## config.mk

```make
export PLATFORM = sky130hd
export DESIGN_NAME = shutdown_wake_ctrl
export DESIGN_NICKNAME = d
export VERILOG_FILES = /design/src/rtl/swk_pkg.sv /design/src/rtl/swk_datapath.sv /design/src/rtl/swk_ctrl.sv /design/src/rtl/shutdown_wake_ctrl.sv
export SDC_FILE = /design/constraint.sdc
export NUM_CORES = 1
export LEC_CHECK = 0
export BUFFER_PORTS_ARGS = -buffer_cell sky130_fd_sc_hd__buf_2
export CORE_ASPECT_RATIO = 1.2
export CORE_MARGIN = 10
export CORE_UTILIZATION = 57
export DETAILED_ROUTE_END_ITERATION = 10
export GPL_TIMING_DRIVEN = 1
export PLACE_DENSITY = 0.85
export SLEW_MARGIN = 5
export SYNTH_ARGS = -nofsm -noshare
export SYNTH_HDL_FRONTEND = slang
export SYNTH_SLANG_ARGS = --single-unit
```

## constraint.sdc

```tcl
create_clock -name clk -period 4.2 [get_ports clk]
set_input_delay 0 -clock clk [delete_from_list [all_inputs] [get_ports clk]]
set_output_delay 0 -clock clk [all_outputs]
set_load 0.005 [all_outputs]
```

## src/rtl/swk_pkg.sv

```systemverilog
package swk_pkg;

  typedef enum logic [2:0] {
    ST_RUN,
    ST_ENTER,
    ST_SHUTDOWN,
    ST_POWER_UP,
    ST_HOLD_RESET,
    ST_RELEASE
  } swkState_e;

  // Strobes from control to datapath
  typedef struct packed {
    logic clrArm;    // forget any earlier high level of the wake pin
    logic watchArm;  // in shutdown: learn that the wake pin has been high
    logic setSleep;  // record a wake out of shutdown
    logic setExt;    // record that the reset pin caused the wake
    logic cntClr;    // restart the power-valid wait counter
    logic cntEn;     // advance the power-valid wait counter
    logic setErr;    // raise the sticky timeout flag
  } swkStrobe_t;

  localparam int CAUSE_W     = 3;
  localparam int CAUSE_POR   = 0;
  localparam int CAUSE_SLEEP = 1;
  localparam int CAUSE_EXT   = 2;
  localparam int TMR_W       = 3;

endpackage

```

## src/rtl/swk_datapath.sv

```systemverilog
module swk_datapath
  import swk_pkg::*;
#(
  parameter int PWR_TIMEOUT = 1024,
  parameter int SYNC_STAGES = 2
) (
  input  logic               clk,
  input  logic               porRstN,
  input  logic               wakePinN,
  input  logic               extRstPinN,
  input  logic [TMR_W-1:0]   tmrEvt,
  input  logic [TMR_W-1:0]   tmrEn,
  input  logic [CAUSE_W-1:0] causeClr,
  input  swkStrobe_t         strobe,
  output logic               wakeLow,
  output logic               rstLow,
  output logic               wakeArmed,
  output logic               timerHit,
  output logic               timeout,
  output logic               err,
  output logic [CAUSE_W-1:0] cause
);

  localparam int NUM_PINS = 2;
  localparam int CNT_W    = $clog2(PWR_TIMEOUT) + 1;
  localparam logic [CNT_W-1:0] CNT_LAST = CNT_W'(PWR_TIMEOUT - 1);

  logic [NUM_PINS-1:0] pinRaw;
  logic [NUM_PINS-1:0] pinSync;
  logic [CNT_W-1:0]    waitCnt;

  assign pinRaw = {extRstPinN, wakePinN};

  // Synchronizer chain per asynchronous pin; idle level is high
  for (genvar g = 0; g < NUM_PINS; g++) begin : gSync
    logic [SYNC_STAGES-1:0] syncQ;
    always_ff @(posedge clk or negedge porRstN) begin
      if (!porRstN) syncQ <= '1;
      else          syncQ <= {syncQ[SYNC_STAGES-2:0], pinRaw[g]};
    end
    assign pinSync[g] = syncQ[SYNC_STAGES-1];
  end

  assign wakeLow  = !pinSync[0];
  assign rstLow   = !pinSync[1];
  assign timerHit = |(tmrEvt & tmrEn);
  assign timeout  = (waitCnt == CNT_LAST);

  always_ff @(posedge clk or negedge porRstN) begin
    if (!porRstN)             wakeArmed <= 1'b0;
    else if (strobe.clrArm)   wakeArmed <= 1'b0;
    else if (strobe.watchArm && !wakeLow) wakeArmed <= 1'b1;
  end

  always_ff @(posedge clk or negedge porRstN) begin
    if (!porRstN)                         waitCnt <= '0;
    else if (strobe.cntClr)               waitCnt <= '0;
    else if (strobe.cntEn && !timeout)    waitCnt <= waitCnt + 1'b1;
  end

  always_ff @(posedge clk or negedge porRstN) begin
    if (!porRstN)          err <= 1'b0;
    else if (strobe.setErr) err <= 1'b1;
  end

  // Cause register: power-on sets bit 0 only; W1C clear, set has priority
  logic [CAUSE_W-1:0] causeSet;
  always_comb begin
    causeSet              = '0;
    causeSet[CAUSE_SLEEP] = strobe.setSleep;
    causeSet[CAUSE_EXT]   = strobe.setExt;
  end

  always_ff @(posedge clk or negedge porRstN) begin
    if (!porRstN) cause <= CAUSE_W'(1) << CAUSE_POR;
    else          cause <= (cause & ~causeClr) | causeSet;
  end

  assert_sleep_cause_R9: assert property (@(posedge clk) disable iff (!porRstN)
    strobe.setSleep |=> cause[CAUSE_SLEEP]);

  assert_err_sticky_R11: assert property (@(posedge clk) disable iff (!porRstN)
    err |=> err);

  assert_arm_cleared_R4: assert property (@(posedge clk) disable iff (!porRstN)
    $fell(wakeArmed) |-> $past(strobe.clrArm));

endmodule

```

## src/rtl/swk_ctrl.sv

```systemverilog
module swk_ctrl
  import swk_pkg::*;
(
  input  logic       clk,
  input  logic       porRstN,
  input  logic       sleepReq,
  input  logic       earlyWakeEn,
  input  logic       corePwrValid,
  input  logic       wakeLow,
  input  logic       rstLow,
  input  logic       wakeArmed,
  input  logic       timerHit,
  input  logic       timeout,
  input  logic       err,
  output swkStrobe_t strobe,
  output logic       regulatorEn,
  output logic       coreRstN,
  output logic       sleepResume
);

  swkState_e state, stateNxt;
  logic cancelReq;
  logic wakeNow;

  assign cancelReq = sleepReq && earlyWakeEn && wakeLow;
  assign wakeNow   = (wakeLow && wakeArmed) || rstLow || timerHit;

  always_comb begin
    stateNxt = state;
    unique case (state)
      ST_RUN:        if (sleepReq && !cancelReq) stateNxt = ST_ENTER;
      ST_ENTER:      stateNxt = ST_SHUTDOWN;
      ST_SHUTDOWN:   if (wakeNow) stateNxt = ST_POWER_UP;
      ST_POWER_UP:   if (!err && corePwrValid) stateNxt = ST_HOLD_RESET;
      ST_HOLD_RESET: if (corePwrValid && !rstLow) stateNxt = ST_RELEASE;
      ST_RELEASE:    stateNxt = ST_RUN;
      default:       stateNxt = ST_HOLD_RESET;
    endcase
  end

  always_ff @(posedge clk or negedge porRstN) begin
    if (!porRstN) begin
      state       <= ST_HOLD_RESET;
      sleepResume <= 1'b0;
    end else begin
      state       <= stateNxt;
      sleepResume <= (state == ST_RUN) && cancelReq;
    end
  end

  always_comb begin
    strobe          = '0;
    strobe.clrArm   = (state == ST_ENTER);
    strobe.watchArm = (state == ST_SHUTDOWN);
    strobe.setSleep = (state == ST_SHUTDOWN) && wakeNow;
    strobe.setExt   = (state == ST_SHUTDOWN) && wakeNow && rstLow;
    strobe.cntClr   = (state == ST_SHUTDOWN) && wakeNow;
    strobe.cntEn    = (state == ST_POWER_UP);
    strobe.setErr   = (state == ST_POWER_UP) && !err && !corePwrValid && timeout;
  end

  assign regulatorEn = (state != ST_SHUTDOWN);
  assign coreRstN    = (state == ST_RUN);

  assert_release_power_R7: assert property (@(posedge clk) disable iff (!porRstN)
    $rose(coreRstN) |-> $past(corePwrValid, 2) && !$past(rstLow, 2));

  assert_off_after_req_R2: assert property (@(posedge clk) disable iff (!porRstN)
    $fell(regulatorEn) |-> $past(sleepReq, 2));

  assert_resume_enabled_R5: assert property (@(posedge clk) disable iff (!porRstN)
    sleepResume |-> $past(earlyWakeEn) && regulatorEn && coreRstN);

  assert_no_release_on_err_R11: assert property (@(posedge clk) disable iff (!porRstN)
    err |-> !coreRstN);

endmodule

```

## src/rtl/shutdown_wake_ctrl.sv

```systemverilog
module shutdown_wake_ctrl
  import swk_pkg::*;
#(
  parameter int PWR_TIMEOUT = 1024,
  parameter int SYNC_STAGES = 2
) (
  input  logic               clk,
  input  logic               porRstN,
  input  logic               wakePinN,
  input  logic               extRstPinN,
  input  logic [TMR_W-1:0]   tmrEvt,
  input  logic [TMR_W-1:0]   tmrEn,
  input  logic               earlyWakeEn,
  input  logic               sleepReq,
  input  logic               corePwrValid,
  input  logic [CAUSE_W-1:0] causeClr,
  output logic               regulatorEn,
  output logic               coreRstN,
  output logic               sleepResume,
  output logic               pwrTimeoutErr,
  output logic [CAUSE_W-1:0] rstCause
);

  swkStrobe_t strobe;
  logic wakeLow, rstLow, wakeArmed, timerHit, timeout;

  swk_ctrl u_ctrl (
    .clk          (clk),
    .porRstN      (porRstN),
    .sleepReq     (sleepReq),
    .earlyWakeEn  (earlyWakeEn),
    .corePwrValid (corePwrValid),
    .wakeLow      (wakeLow),
    .rstLow       (rstLow),
    .wakeArmed    (wakeArmed),
    .timerHit     (timerHit),
    .timeout      (timeout),
    .err          (pwrTimeoutErr),
    .strobe       (strobe),
    .regulatorEn  (regulatorEn),
    .coreRstN     (coreRstN),
    .sleepResume  (sleepResume)
  );

  swk_datapath #(
    .PWR_TIMEOUT (PWR_TIMEOUT),
    .SYNC_STAGES (SYNC_STAGES)
  ) u_dp (
    .clk        (clk),
    .porRstN    (porRstN),
    .wakePinN   (wakePinN),
    .extRstPinN (extRstPinN),
    .tmrEvt     (tmrEvt),
    .tmrEn      (tmrEn),
    .causeClr   (causeClr),
    .strobe     (strobe),
    .wakeLow    (wakeLow),
    .rstLow     (rstLow),
    .wakeArmed  (wakeArmed),
    .timerHit   (timerHit),
    .timeout    (timeout),
    .err        (pwrTimeoutErr),
    .cause      (rstCause)
  );

endmodule

```

* Yosys cells after proc, flatten, opt, wreduce, memory -nomap -nowiden
Index checks and enable logic that the tools add are counted.
** Operators by class
- Add/sub/neg operators :: 1
- Multiply operators :: 0
- Divide/modulo/power cells :: 0
- $lt $le $gt $ge :: 0
- Eq/ne operators :: 11
- Shift-type cells :: 0
- Multiplexer cells :: 9
- Bitwise gates (word level) :: 4
- Reduce and logical (&&, ||, !) cells :: 27
** Operator list (count)
- 2-to-1 mux 11 bit :: 2
- case mux 3 bit (6 select lines) :: 1
- logical AND 1 bit :: 14
- 2-to-1 mux 3 bit :: 4
- adder 11 x 1 -> 11 bit, second input constant :: 1
- equality test 11 x 10 -> 1 bit, second input constant :: 1
- bitwise AND 3 bit :: 2
- equality test 3 x 2 -> 1 bit, second input constant :: 2
- equality test 3 bit, second input constant :: 2
- logical NOT 1 bit :: 6
- != test 2 x 1 -> 1 bit, second input constant :: 2
- != test 2 bit, second input constant :: 2
- AND reduction 4 bit :: 1
- nonzero test 2 bit :: 2
- equality test 3 x 1 -> 1 bit, second input constant :: 1
- logical NOT 3 bit :: 1
- != test 3 x 2 -> 1 bit, second input constant :: 1
- inverter 3 bit :: 1
- OR 3 bit :: 1
- OR reduction 3 bit :: 1
- logical OR 1 bit :: 2
- 2-to-1 mux 1 bit :: 2
** Storage, ports and cells
- Register bits after elaboration :: 24
- Bits in latches :: 0
- Memory bits (writable) :: 0
- Memory bits (read-only) :: 0
- Input bits :: 16
- Output and inout port bits :: 7
- Logic and storage cells :: 60
- Memories kept :: 0

* Logic depth before layout (Yosys ltp)
Gate-level depths: netlist of the first run.
- Word-level depth :: 7
- Gate-level depth with buffers :: 6
- Gate-level depth less buffers :: 5

* By module
A second synthesis of the first run with hierarchy kept.
** Second synthesis, totals
- Cell total of the unflattened synthesis :: 109
- Area, all modules :: 1181.1 sq um
** Modules (own cells, without submodules)
- swk_datapath :: times used 1, cells each 79, area each 915.9 sq um, seq. area each 506.7 sq um
- swk_ctrl :: times used 1, cells each 30, area each 265.3 sq um, seq. area each 101.3 sq um

* Least setup slack after synthesis of the first run
No wires, ideal clock.
- Kind :: flip-flop to flip-flop
- Start point :: register u_dp.waitCnt[0]
- End point :: register u_dp.waitCnt[5]
- Setup time :: 73 ps
- Data arrival time :: 1492 ps
- Data required time :: 4127 ps
- Slack :: 2635 ps
- Cell stages (with the launch flop) :: 6
- Buffers on the path :: 0
- Clock period less this slack :: 1565 ps
- Cells stage by stage :: dfrtp_1 > ha_1 > nand4_1 > o31ai_4 > or4_4 > a21oi_2
** Between the ends
- Word-level cells in the longest chain between the ends :: 4
- Elaborated cells between the ends (all ways) :: 7
- Those cells by class :: add/sub (1); eq/ne (1); mux (2); reduce/logical (3)
** Ends and longest elaborated chain
- start: declaration :: RTL line swk_datapath.sv:30 : logic [CNT_W-1:0] waitCnt;
- start signal: assignment :: RTL line swk_datapath.sv:58 : else if (strobe.cntEn && !timeout) waitCnt <= waitCnt + 1'b1;
- parallel branches: the longest is 4 deep, another holds adder 11 x 1 -> 11 bit
Parallel ways; which one is timed is not known. The select of a mux whose other input is x is not followed.
A chain may end at the register's enable or synchronous reset.

* Worst setup path after layout of the first run
- Start point :: register u_dp.waitCnt[0]
- End point :: register u_dp.waitCnt[2]
The elaborated chain is that of the path after synthesis.

==> results by group, run 1 <==
Outcome
  • Status: completed

Power and ir drop
  • Leak Pwr: 0.592 nW
  • VDD IR-drop max: about 0.00025 V
  • Total power density per cell area: roughly 260 mW/mm²

Logic synthesis
  • Post-Syn Area: roughly 0.0011 mm²
  • Synth Area in Adders: 1.09%
  • Largest cells by area after synthesis: dfrtp_1 (39%), dfstp_2 (14%), o21ai_0 (3.0%)
  • Most used flip-flop cell after synthesis: dfrtp_1
  • Compound-Gate Fraction of Synth Area: between 10% and 20%
  • Mean Syn Cell Area: 10.6 µm²
  • Seq cells post-synth: 24
  • Post-synthesis simple-gate area fraction: 20.6%
  • Post-synthesis sequential area ratio: about 53%
  • Post-synth EDFFs: 0
  • Unique masters post-synth: 44
  • Mux share of post-synthesis cell area: 0.871%
  • Cells after Synth: 108
  • XOR/XNOR Fraction of Synth Area: under 10%
  • Ys async rst share: 100%
  • Synth Warn #: 0
  • Largest family of logic cells by synthesized area: simple AND/OR/NAND/NOR gates
  • Syn nets: about 130
  • Post-synth top area share: between 30% and 40%
  • Area leader, netlist: dfrtp_1

Final layout
  • N_diodes: 0
  • Commonest non-fill, non-tap cell in the layout: buf_2
  • Area Growth Syn to Fin: 20.8%
  • # fillers: roughly 140
  • Layout Nets: around 160
  • Most frequent cells in the layout: buf_2 (22), dfrtp_1 (18), dlygate4sd3_1 (9), inv_1 (8), o21ai_0 (7)
  • Non-filler cells, final: 160
  • Layout cells sized above 1: 29.8%
  • Layout Cell Area excl Fill: around 0.0014 mm²
  • Final Util: roughly three quarters

GRT
  • Maximum number of pins on one net before global-route repair: 25
  • Remaining Overflow, GRT: 0
  • Global-route wire length before repair: between 4000 and 5000 µm
  • Initial antenna violation count: 0
  • Vias in the first global route: about 1.0k
  • GRT Overall Usage: a little over an eighth

STA
  • Max-slew violations: 0
  • Final setup violating endpoints: 0
  • Worst Tran Pin Value: 538 ps
  • Worst setup margin: ~2500 ps
  • Clock Skew: 7.00 ps
  • Final period utilization: 41.6%
  • Max_slew headroom: between 60% and 70%
  • Max Freq: 0.572 GHz
  • RSZ-0062 raised after global routing: false
  • Fin Setup TNS: 0 ps
  • Final Critical Period: between 1500 and 2000 ps
  • Hold Violations, Final: 0

Drt
  • WL/cell: between 15 and 20 µm
  • Via density per instance: 6.11
  • Drt initial violations: 20
  • Post-DRT Antenna Nets: 0
  • # DRC: 0
  • First drt pass iteration count: 5
  • Via count: ~980
  • Drt total wl: 2660 µm

CTS
  • Worst skew pair latency: between 300 and 400 ps
  • Post-CTS setup buffers: 0
  • CTS tree: yes
  • Clock sink count: 24
  • CTS Buf Count: 3
  • CTS Root Cell: clkbuf_4
  • # H-tree levels: 1
  • Max Root-Sink Buffers: 2
  • Clock transition at path regs: roughly 120 ps

Place
  • Pre-CTS WS: approximately 2500 ps
  • Post-Place Cells: approximately 150
  • HPWL Detailed: approximately 1900 µm
  • Gpl congestion: roughly 0.85
  • Port bufs: 22
  • Placed cell areas: around 0.0013 mm²

Floorplan
  • # IOs: 23
  • Initial core utilization: between 60% and 70%
  • Die ar.: ~0.0042 mm²
  • Die Wd: between 60 and 70 µm
  • Core Box Area: around 0.0019 mm²
  • Rows: 17
  • Chip height: 69.2 µm

Worst setup path
  • Critical Path Start: u_dp.waitCnt[0]
  • Crit Path Category: reg2reg
  • CP Max Fanout: 4
  • Reg2Reg Setup Slack: around 2500 ps
  • Startpoint Class: flip-flop
  • FF-to-FF End: u_dp.waitCnt[2]
  • R2R depth: 5
  • CP Data Arrival Time: between 1500 and 2000 ps
  • Crit path to: u_dp.waitCnt[2]
  • Worst EP required: between 4000 and 5000 ps
  • Critical R2R Launch: u_dp.waitCnt[0]
  • Crit end category: flip-flop

Job
  • Max-Cap Viols: 0

Hold path
  • Hold Crit Class: in2async
-- power breakdown --
group	switching [mW]	internal (mW)
combinational	0.00937	0.0122
clock	0.0656	0.0371
sequential	0.00120	0.235
-- cell type report --
cell class / count / area [µm²] / area share [%]
Clock buffer: 4 / 26.3 / 1.89
Multi-Input combinational cell: 74 / 500 / 36.0
Inverter: 8 / 30.0 / 2.16
Timing Repair Buffer: 31 / 200 / 14.4
Tap cell: 19 / 23.8 / 1.71
Sequential cell: 24 / 608 / 43.8
-- registers in the layout, indices dropped and copies added (netlist names), named ones only --
name,count
u_ctrl.sleepResume,1
u_ctrl.state,2
u_dp.waitCnt,11
u_dp.err,1
u_dp.cause,3
u_dp.gSync.syncQ,4
u_dp.wakeArmed,1
-- repair_timing --
item | 4_1_cts | 5_1_grt
gates resized for setup | 0 | 0
hold buffers | 9 | 0
setup endpoints to repair | 0 | 0
hold endpoints to repair | 31 | 0
-- cell usage after synthesis, drive strengths merged, types with 2 or more instances --
cell and n:
or3 2, a31oi 2, nor2 7, inv 8, o21ai 7, dfrtp 18
and3 3, nand2 6, o41ai 2, dfstp 6, o22ai 2, nand3 4
or4 4, nand2b 3, a21oi 7, o31ai 5
-- worst min-delay path by stage --
stage	start	to	slack (ps)	cells after the start
2_1_floorplan	porRstN	u_ctrl.sleepResume	-300	0
3_3_place_gp	porRstN	u_ctrl.sleepResume	-5	1
3_5_place_dp	porRstN	u_dp.wakeArmed	5	1
4_1_cts	porRstN	u_dp.cause[1]	190	2
5_1_grt	porRstN	u_dp.cause[1]	210	2
6_report	porRstN	u_ctrl.state[0]	180	2
-- metrics by stage --
step                hold WS (ps)  total power [mW]
floorplan                   -296             0.243
detailed placement          5.08             0.256
global placement           -4.88             0.255
CTS                          188             0.363
finish                       179             0.360
global route                 207             0.376
-- per-layer routing --
metal	vias up	wire, µm	track usage, %
li1	467	-	-
met1	462	1060	14.2
met2	38	1290	21.9
met3	10	208	3.47
met4	0	104	8.03
met5	-	0	0
-- critical path, cell delays in order (launching register included) --
cell and delay (ps):
dfrtp_1 410, ha_1 220, nand4_1 210, o311ai_0 540, o211ai_1 160, o21ai_0 120
-- cell families (layout without fill, tap and decap cells) --
family | Yosys count | in the layout
and+or+nand+nor | 38 | 38
AOI/OAI and AO/OA | 32 | 32
DFF | 24 | 24
buffers and inverters | 10 | 43
xor gates and xnor gates | 2 | 2
adders and majority gates | 1 | 1
muxes | 1 | 1
(Power assumes the default switching activity.)
==> run 2, diff against run 1 <==
Settings changed: CORE_UTILIZATION 57 to 53, PLACE_DENSITY 0.85 to 0.8.
Clock period 4.2 ns to 1.7 ns, I/O delays scaled along.
==> run 2 against run 1 <==
Against the previous run: the run now ends with negative setup slack left; largest cell class unchanged; die area rose by 5.2%; critical path depth unchanged; clock-buffer cell count is the same; register-to-register slack got worse by 2500 ps; clock power grew to 2.8 times the previous value; sequential cell count unchanged; wire length fell by 7.4%; setup slack got worse by 2500 ps; global-route usage fell by 3.1 points; combinational power increased by 140%; sequential share of layout area shrank 2.1 points; clock skew shrank 5.7 ps.
==> results by group, run 2 (synthesis results as in run 1) <==
Place
  • Port bufs: 22 (unchanged)
  • HPWL Detailed: 1830 µm (-2.3%)
  • Post-Place Cells: 161 (+9.5%)
  • Pre-CTS WS: 41.5 ps (-2460 ps)
  • Placed cell areas: 0.00131 mm² (+2.9%)
  • Gpl congestion: 0.845 (-1.0%)

Worst setup path
  • Worst path bufs/invs: 0 (unchanged)
  • CP cell instances: ha_4 > nand4_1 > o31ai_4 > mux2i_1 > nor2_1
  • Worst EP required: 1910 ps (-2530 ps)
  • Worst path top cell family by delay: compound AO/OA/AOI/OAI gates
  • Crit end category: flip-flop
  • Crit Path Category: reg2reg
  • CP Data Arrival Time: 1910 ps (-80 ps)
  • CP Max Fanout: 8 (+4)
  • CP max-delay cell: o31ai_4
  • CP max stage delay: 480 ps (-60 ps)
  • Startpoint Class: flip-flop

Outcome
  • Status: complete, but fails checks
  • Violated checks: negative setup slack

Floorplan
  • Die Wd: 62.5 µm (+2.5%)
  • Initial core utilization: 55.5% (-5.9 points)
  • Core Box Area: 0.00207 mm² (+11%)
  • # IOs: 23 (unchanged)
  • Rows: 18 (+1)
  • Chip height: 71.0 µm (+2.6%)
  • Die ar.: 0.00444 mm² (+5.2%)

Final layout
  • Reg with most FFs: u_dp.waitCnt
  • Top Registers: u_dp.waitCnt x11, u_dp.gSync.syncQ x4, u_dp.cause x3
  • Commonest non-fill, non-tap cell in the layout: buf_2
  • Non-filler cells, final: 175 (+9.4%)
  • Most frequent cells in the layout: buf_2 (22), dfrtp_1 (18), dlygate4sd3_1 (9), inv_1 (8)
  • N_diodes: 0 (unchanged)
  • Final Util: 70.4% (-3.8 points)
  • Layout Cell Area excl Fill: 0.00146 mm² (+5.0%)
  • Layout cells sized above 1: 33.8% (+4.0 points)
  • Area Growth Syn to Fin: 26.9%
  • Max reg flops: 11 (unchanged)
  • # fillers: 156 (+15%)
  • Layout Nets: 163 (+2.5%)

STA
  • Clock Skew: 1.30 ps (-5.70 ps)
  • Max_slew headroom: 66.1% (+2.5 points)
  • Max-slew violations: 0 (unchanged)
  • Max Freq: 0.588 GHz (+2.9%)
  • Worst hold slack: 181 ps (+2.07 ps)
  • Final period utilization: 100% (+58 points)
  • Hold Violations, Final: 0 (unchanged)
  • RSZ-0062 raised after global routing: true
  • Worst setup margin: -0.232 ps (-2450 ps)
  • Final Critical Period: 1700 ps (-49.0 ps)
  • Final setup violating endpoints: 1 (+1)
  • Worst Tran Pin Value: 508 ps (-30.2 ps)
  • Fin Setup TNS: -0.232 ps (-0.232 ps)

Drt
  • Via density per instance: 5.54 (-9.3%)
  • Post-DRT Antenna Nets: 0 (unchanged)
  • # DRC: 0 (unchanged)
  • Via count: 969 (-0.82%)
  • First drt pass iteration count: 4 (-1)
  • WL/cell: 14.1 µm (-15%)
  • Drt initial violations: 37 (+85%)
  • Drt total wl: 2470 µm (-7.4%)

CTS
  • Max Root-Sink Buffers: 2 (unchanged)
  • Clock sink count: 24 (unchanged)
  • Clock transition at path regs: 120 ps (about the same)
  • # H-tree levels: 1 (unchanged)
  • Worst skew pair latency: 300 ps (about the same)
  • CTS tree: yes
  • CTS Buf Count: 3 (unchanged)
  • CTS Root Cell: clkbuf_4

GRT
  • Maximum number of pins on one net before global-route repair: 25 (unchanged)
  • Remaining Overflow, GRT: 0 (unchanged)
  • Global-route wire length before repair: 3970 µm (-12%)
  • Initial antenna violation count: 0 (unchanged)
  • GRT Overall Usage: 10.2% (-3.1 points)
  • Vias in the first global route: 919 (-8.4%)

Job
  • Max-Cap Viols: 0 (unchanged)

Power and ir drop
  • VDD IR-drop max: 0.000555 V (+130%)
  • Total power density per cell area: 634 mW/mm² (+140%)
  • Leak Pwr: 0.620 nW (+4.6%)
  • Total chip power: 925 µW (+160%)

Hold path
  • Hold Crit Class: in2async
==> run 2: cell types whose count changed in the layout (fill, tap and decap cells not counted) <==
cell,previous run,this run
o21ai_0,7,5
clkbuf_8,0,1
clkbuf_1,1,0
buf_4,0,4
o21bai_2,0,1
ha_1,1,0
o21bai_1,1,0
ha_4,0,1
o21ai_1,0,2
==> run 2: worst paths after layout <==
kind	end	from	cells after the start	slack [ps]
max	u_dp.waitCnt[1]	u_dp.waitCnt[1]	5	-0.2
min	u_ctrl.sleepResume	porRstN	2	180
max reg2reg	u_dp.waitCnt[1]	u_dp.waitCnt[1]	5	-0.2
min reg2reg	u_dp.gSync[0].syncQ[1]	u_dp.gSync[0].syncQ[0]	0	370
max in group asynchronous	async pin	porRstN	2	1160
min in group clk	u_dp.cause[1]	tmrEn[0]	4	210
==> run 2: power breakdown <==
part | switching [mW] | internal (mW)
clock | 0.160 | 0.131
combinational | 0.0224 | 0.0301
sequential | 0.00270 | 0.580
total | 0.185 | 0.741
==> run 2: cell type report <==
class,instances,area [µm²],area share [%]
well taps,30,37.5,2.57
repair buffers,35,230,15.8
multi-input cells,74,517,35.4
flip-flops and latches,24,608,41.7
inverters,8,30.0,2.06
clock buffers,4,36.3,2.49
==> run 2: metal layers <==
layer,share of wire [%],vias up,GRT usage [%]
li1,-,472,-
met1,42,463,12.0
met2,51,32,18.2
met3,6.6,2,3.15
met4,0.32,0,0.995
met5,0,-,0
==> run 2: repair_timing <==
action	in CTS	in global routing
hold buffers	9	0
endpoints found under the setup margin	0	8
gates resized for setup	0	5
buffers inserted	0	1
hold endpoints to repair	25	0
